--- src/rtl/updn_pkg.sv ---
// Shared types for the dual-strobe counter.
package updn_pkg;

    // One sample of both strobes; both idle high.
    typedef struct packed {
        logic up;
        logic dn;
    } strobe_pair_t;

    localparam strobe_pair_t STROBE_IDLE = '{up: 1'b1, dn: 1'b1};

endpackage

--- src/rtl/strobe_edge.sv ---
// Strobe front end: optional two-flop synchronizer, then rising-edge detection.
// Assumes: strobes idle high. While hold is high, the edge memory is forced
// high, so no edge is reported for a rise that happened under hold. A strobe
// that is still low after hold ends gives one normal sample of 0, which keeps
// its next rise valid.
module strobe_edge
    import updn_pkg::*;
#(
    parameter bit SYNC_EN = 1'b1
) (
    input  logic         clk,
    input  logic         rst_n,
    input  logic         hold,
    input  strobe_pair_t raw,
    output strobe_pair_t lvl,
    output strobe_pair_t rise
);

    strobe_pair_t prev_q;

    generate
        if (SYNC_EN) begin : g_sync
            strobe_pair_t meta_q;
            strobe_pair_t sync_q;

            // Two-stage synchronizer for strobes from outside the clock domain.
            always_ff @(posedge clk) begin
                if (!rst_n) begin
                    meta_q <= STROBE_IDLE;
                    sync_q <= STROBE_IDLE;
                end else begin
                    meta_q <= raw;
                    sync_q <= meta_q;
                end
            end
            assign lvl = sync_q;
        end else begin : g_direct
            // Strobes already in the clock domain (from a lower stage).
            assign lvl = raw;
        end
    endgenerate

    // Edge memory: last level seen outside hold, forced idle under hold.
    always_ff @(posedge clk) begin
        if (!rst_n || hold) begin
            prev_q <= STROBE_IDLE;
        end else begin
            prev_q <= lvl;
        end
    end

    // Rising edge: level now high, previous sample low.
    always_comb begin
        rise.up = lvl.up & ~prev_q.up;
        rise.dn = lvl.dn & ~prev_q.dn;
    end

endmodule

--- src/rtl/updn_stage.sv ---
// One counter stage of CNT_W bits, counting on rising edges of two strobes.
// Assumes: clr and load_n are synchronous to clk. The terminal outputs are
// decoded from the registered count and the strobe levels in the clock domain.
module updn_stage
    import updn_pkg::*;
#(
    parameter int CNT_W   = 4,
    parameter bit SYNC_EN = 1'b1
) (
    input  logic             clk,
    input  logic             rst_n,
    input  logic             clr,
    input  logic             load_n,
    input  logic [CNT_W-1:0] data,
    input  logic             up_in,
    input  logic             dn_in,
    output logic [CNT_W-1:0] count,
    output logic             carry_n,
    output logic             borrow_n,
    output logic             illegal
);

    localparam logic [CNT_W-1:0] CNT_MAX = '1;
    localparam logic [CNT_W-1:0] CNT_ONE = CNT_W'(1);

    strobe_pair_t     raw_s, lvl_s, rise_s;
    logic             override;
    logic             conflict;
    logic [CNT_W-1:0] count_q;
    logic             illegal_q;

    assign raw_s.up = up_in;
    assign raw_s.dn = dn_in;
    assign override = clr | ~load_n;

    strobe_edge #(.SYNC_EN(SYNC_EN)) u_edge (
        .clk  (clk),
        .rst_n(rst_n),
        .hold (override),
        .raw  (raw_s),
        .lvl  (lvl_s),
        .rise (rise_s)
    );

    // Conflict: simultaneous rises, or a rise while the other strobe is low.
    assign conflict = (rise_s.up & rise_s.dn)
                    | (rise_s.up & ~lvl_s.dn)
                    | (rise_s.dn & ~lvl_s.up);

    // Count register: clear, then load, then one step per legal edge.
    always_ff @(posedge clk) begin
        if (!rst_n || clr) begin
            count_q <= '0;
        end else if (!load_n) begin
            count_q <= data;
        end else if (!conflict && rise_s.up) begin
            count_q <= count_q + CNT_ONE;
        end else if (!conflict && rise_s.dn) begin
            count_q <= count_q - CNT_ONE;
        end
    end

    // Conflict flag: one-cycle pulse, suppressed under override.
    always_ff @(posedge clk) begin
        if (!rst_n) begin
            illegal_q <= 1'b0;
        end else begin
            illegal_q <= conflict & ~override;
        end
    end

    // Terminal outputs copy the low phase of the active strobe at the ends.
    assign carry_n  = ~((count_q == CNT_MAX) & ~lvl_s.up & lvl_s.dn);
    assign borrow_n = ~((count_q == '0)      & ~lvl_s.dn & lvl_s.up);
    assign count    = count_q;
    assign illegal  = illegal_q;

    AST_CLR_ZERO: assert property (@(posedge clk) disable iff (!rst_n)
        clr |=> (count_q == '0));

    AST_LOAD_TRACK: assert property (@(posedge clk) disable iff (!rst_n)
        (!clr && !load_n) |=> (count_q == $past(data)));

    AST_UP_STEP: assert property (@(posedge clk) disable iff (!rst_n)
        (!override && rise_s.up && !rise_s.dn && lvl_s.dn)
        |=> (count_q == $past(count_q) + CNT_ONE));

    AST_DN_STEP: assert property (@(posedge clk) disable iff (!rst_n)
        (!override && rise_s.dn && !rise_s.up && lvl_s.up)
        |=> (count_q == $past(count_q) - CNT_ONE));

    AST_CONFLICT_HOLDS: assert property (@(posedge clk) disable iff (!rst_n)
        illegal_q |-> $stable(count_q));

    AST_CARRY_AT_MAX: assert property (@(posedge clk) disable iff (!rst_n)
        !carry_n |-> (count_q == CNT_MAX));

    AST_BORROW_AT_ZERO: assert property (@(posedge clk) disable iff (!rst_n)
        !borrow_n |-> (count_q == '0));

endmodule

--- src/rtl/updn_cascade.sv ---
// Chain of STAGES counter stages forming one STAGES*STAGE_W-bit counter.
// Stage 0 synchronizes the external strobes. Each later stage takes the
// carry and borrow of the stage below as its up and down strobes. Clear and
// load reach all stages in the same cycle.
module updn_cascade #(
    parameter int STAGE_W = 4,
    parameter int STAGES  = 2
) (
    input  logic                        clk,
    input  logic                        rst_n,
    input  logic                        clr,
    input  logic                        load_n,
    input  logic [STAGES*STAGE_W-1:0]   load_val,
    input  logic                        up_strb,
    input  logic                        dn_strb,
    output logic [STAGES*STAGE_W-1:0]   count,
    output logic                        carry_n,
    output logic                        borrow_n,
    output logic                        illegal
);

    localparam int TOTAL_W = STAGES * STAGE_W;

    logic [STAGES:0]   up_chain;
    logic [STAGES:0]   dn_chain;
    logic [STAGES-1:0] ill_vec;

    assign up_chain[0] = up_strb;
    assign dn_chain[0] = dn_strb;

    generate
        for (genvar k = 0; k < STAGES; k++) begin : g_stage
            updn_stage #(
                .CNT_W  (STAGE_W),
                .SYNC_EN(k == 0)
            ) u_stage (
                .clk     (clk),
                .rst_n   (rst_n),
                .clr     (clr),
                .load_n  (load_n),
                .data    (load_val[k*STAGE_W +: STAGE_W]),
                .up_in   (up_chain[k]),
                .dn_in   (dn_chain[k]),
                .count   (count[k*STAGE_W +: STAGE_W]),
                .carry_n (up_chain[k+1]),
                .borrow_n(dn_chain[k+1]),
                .illegal (ill_vec[k])
            );
        end
    endgenerate

    assign carry_n  = up_chain[STAGES];
    assign borrow_n = dn_chain[STAGES];
    assign illegal  = |ill_vec;

    AST_CHAIN_CARRY_MAX: assert property (@(posedge clk) disable iff (!rst_n)
        !carry_n |-> (count == {TOTAL_W{1'b1}}));

    AST_CHAIN_BORROW_ZERO: assert property (@(posedge clk) disable iff (!rst_n)
        !borrow_n |-> (count == '0));

    AST_TERM_EXCLUSIVE: assert property (@(posedge clk) disable iff (!rst_n)
        !(carry_n == 1'b0 && borrow_n == 1'b0));

endmodule

--- config.mk ---
export PLATFORM = sky130hd
export DESIGN_NAME = updn_cascade
export DESIGN_NICKNAME = d
export VERILOG_FILES = /design/src/rtl/updn_pkg.sv /design/src/rtl/strobe_edge.sv /design/src/rtl/updn_stage.sv /design/src/rtl/updn_cascade.sv
export SDC_FILE = /design/constraint.sdc
export NUM_CORES = 1
export LEC_CHECK = 0
export BUFFER_PORTS_ARGS = -buffer_cell sky130_fd_sc_hd__buf_2
export CAP_MARGIN = 20
export CORE_ASPECT_RATIO = 0.75
export CORE_MARGIN = 10
export CORE_UTILIZATION = 35
export DETAILED_ROUTE_END_ITERATION = 10
export HOLD_SLACK_MARGIN = 0.06
export PLACE_DENSITY = 0.67
export SLEW_MARGIN = 20
export SYNTH_ARGS = -nofsm -noshare
export SYNTH_HDL_FRONTEND = slang
export SYNTH_SLANG_ARGS = --single-unit
export TNS_END_PERCENT = 50
--- constraint.sdc ---
create_clock -name clk -period 2.25 [get_ports clk]
set_input_delay 0.45 -clock clk [delete_from_list [all_inputs] [get_ports clk]]
set_output_delay 0.45 -clock clk [all_outputs]
set_load 0.05 [all_outputs]
==> results by group <==
Run status
  • Status: finished, final reports clean

Finish
  • Final Non-Filler Cells: roughly 160
  • Most common cell after layout, fill and taps aside: buf_2
  • Ratio of cells with drive above 1 in the final layout: ~40%
  • Fin util: a little under half
  • Post-layout net count: about 150
  • Area Growth Syn to Fin: 25.8%
  • Post-route cell area: approximately 0.0012 mm²
  • Most frequent cells in the layout: 24 x buf_2, 13 x dfxtp_1, 6 x buf_4
  • Antenna fix cells: 0

Power
  • Pwr Total: 0.713 mW
  • Leak: 0.539 nW
  • VDD IR max: 0.295 mV
  • Power Dens Cells: 576 mW/mm²

Clock network
  • Worst-path clk slew: approximately 0.07 ns
  • CTS tree: yes
  • Sink Count: 18
  • Longest Clk Path Bufs: 2
  • H-tree depth: 1
  • CTS buffer count: 3
  • CTS Hold Bufs: 0
  • Clk_lat worst skew: 0.25 ns
  • Clock root buffer: clkbuf_8

Global routing
  • First-pass GRT wire length: roughly 3.6 mm
  • GRT overflow: 0
  • GRT Overall Usage: under 10%
  • Initial antenna violation count: 0
  • Largest net degree at the start of global routing: 19
  • Vias in the first global route: between 700 and 800

Routing
  • Routed WL: 2.17 mm
  • Post-route DRC: 0
  • Initial DRC Count: 39
  • Vias per inst: slightly above 5
  • ANT nets after route: 0
  • DR pass1 iterations: 4
  • Vias: roughly 830
  • DR WL/cell: roughly 13 µm

Worst setup path
  • Max incr delay on CP: between 0.3 and 0.4 ns
  • Crit-path slowest cell: dfxtp_2
  • Crit-path max FO: 3
  • Crit end category: flip-flop
  • Buf/Inv on CP: 0
  • Critical path required time: between 2 and 2.5 ns
  • Critical path's top delay family: simple AND/OR/NAND/NOR gates
  • CP arrival: approximately 2.2 ns
  • Worst setup SP type: flip-flop
  • CP Class: flip-flop to flip-flop
  • CP Cell Sequence: nor4_4, nand3b_2, nand3_2, ha_1, a21o_1, a21oi_1, xor2_1, mux2i_1, o32ai_1

Floorplanning
  • # rows: 16
  • Die height: around 66 µm
  • Die Footprint: between 0.005 and 0.006 mm²
  • Core area: approximately 0.0026 mm²
  • IO Pins: 25
  • Die Wd: approximately 81 µm
  • Initial core utilization: a little under two fifths

Timing
  • Post-route minimum period: 2.05 ns
  • Hold WS: 0.370 ns
  • Count of final setup violators: 0
  • Post-route clock period utilization: a little over 90%
  • Worst-margin pin slew: 0.334 ns
  • TNS Setup: 0 ns
  • RSZ-0062 raised after global routing: no
  • Final hold violation count: 0
  • Slew Viols, Final: 0
  • Worst Slack Setup Final: ~0.20 ns
  • Rel. slew slack: between 70% and 80%
  • Worst clock skew: 0.00122 ns
  • Fmax: around 490 MHz

Place
  • Dpl cells: 160
  • Setup WS pre-CTS: roughly 0.11 ns
  • Port-buffer cells: 24
  • Hpwl dp: 1.71 mm
  • Routability cong.: between 0.7 and 0.8
  • DP Area: approximately 0.0012 mm²

Logic synthesis
  • Post-synthesis mux area share: about 5.2%
  • Async SR Flop Fraction: 0%
  • Synthesized area per cell: ~10 µm²
  • EDFF count, synth: 0
  • Yosys reg bits: 18
  • Top FF cell, synth: dfxtp_1
  • Post-synthesis adder-cell area fraction: under 10%
  • Largest family of logic cells by synthesized area: simple AND/OR/NAND/NOR gates
  • Synth unique cells: 40
  • Mapped cell area: 985 µm²
  • Post-Synth Simple-Gate Area: 25.5%
  • Register area share after synthesis: 36.6%
  • Xor/xnor cell area share of the yosys netlist: 6.23%
  • Mapped Cells: 97
  • Net Count, Synth: 117
  • Syn. warnings: 0
  • Compound-Gate Fraction of Synth Area: approximately 14%

Min path
  • Worst Hold Class: primary input to flip-flop

Job
  • Max cap viols: 0
## worst paths after layout
check | start | endpoint | slack [ns] | depth (start not counted)
min | up_strb | g_stage[0].u_stage.u_edge.g_sync.meta_q[1]$_SDFF_PN1_ | 0.37 | 2
max reg2reg | g_stage[0].u_stage.count[2]$_SDFFE_PP0P_ | g_stage[1].u_stage.count[3]$_SDFFE_PP0P_ | 0.20 | 9
min reg2reg | g_stage[0].u_stage.u_edge.g_sync.meta_q[0]$_SDFF_PN1_ | g_stage[0].u_stage.u_edge.lvl[0]$_SDFF_PN1_ | 0.41 | 1
max | g_stage[0].u_stage.count[2]$_SDFFE_PP0P_ | g_stage[1].u_stage.count[3]$_SDFFE_PP0P_ | 0.20 | 9
## registers in the layout, summed over array words and instances, names as in the netlist
signal                                flops
g_stage.u_stage.count                     8
g_stage.u_stage.u_edge.prev_q             4
g_stage.u_stage.illegal                   2
g_stage.u_stage.u_edge.g_sync.meta_q      2
g_stage.u_stage.u_edge.lvl                2
## layout make-up
| class | instances | area, µm² |
|---|---|---|
| flip-flops and latches | 18 | 369 |
| repair buffers | 30 | 165 |
| well taps | 36 | 45.0 |
| fillers | 264 | 1400 |
| multi-input cells | 75 | 601 |
| inverters | 1 | 3.75 |
| clock buffers | 4 | 55.1 |
## cells in the mapped netlist (2+ instances only)
cell       n  share of area (%)
xnor2_1    2                1.8
a21oi_1    5                2.5
xor2_1     5                4.4
a211oi_1   3                2.3
or3_1      2                1.3
nand3_1    5                2.5
o21ai_0    4                2.0
fa_1       2                4.1
nand2b_1   5                3.2
and3_1     2                1.3
dfxtp_1   18                 37
and2b_2    2                1.8
ha_1       4                5.1
mux2i_1    4                4.1
nand2_1    5                1.9
nor2_1     4                1.5
nor2b_1    2                1.3
## per-layer routing
layer | share of wire, % | up-vias | track usage, %
li1 | - | 422 | -
met1 | 46 | 384 | 10.3
met2 | 48 | 18 | 13.6
met3 | 5.7 | 2 | 3.40
met4 | 0.23 | 0 | 1.94
met5 | 0 | - | 0
## report_power, final
group / internal [mW] / switching, mW
Clock: 0.156 / 0.109
Sequential: 0.328 / 0.0112
Combinational: 0.0456 / 0.0635
## cell families after synthesis
| kind of cell | after synthesis |
|---|---|
| simple gates | 38 |
| flops | 18 |
| compound gates | 19 |
| mux | 5 |
| fa+ha+maj | 6 |
| buf+inv | 4 |
| xor+xnor | 7 |
## what timing repair did
item,4_1_cts,5_1_grt
gates resized for setup,0,3
setup buffers,0,0
endpoints found under the setup margin,0,1
Power figures use the tool's default switching activity.
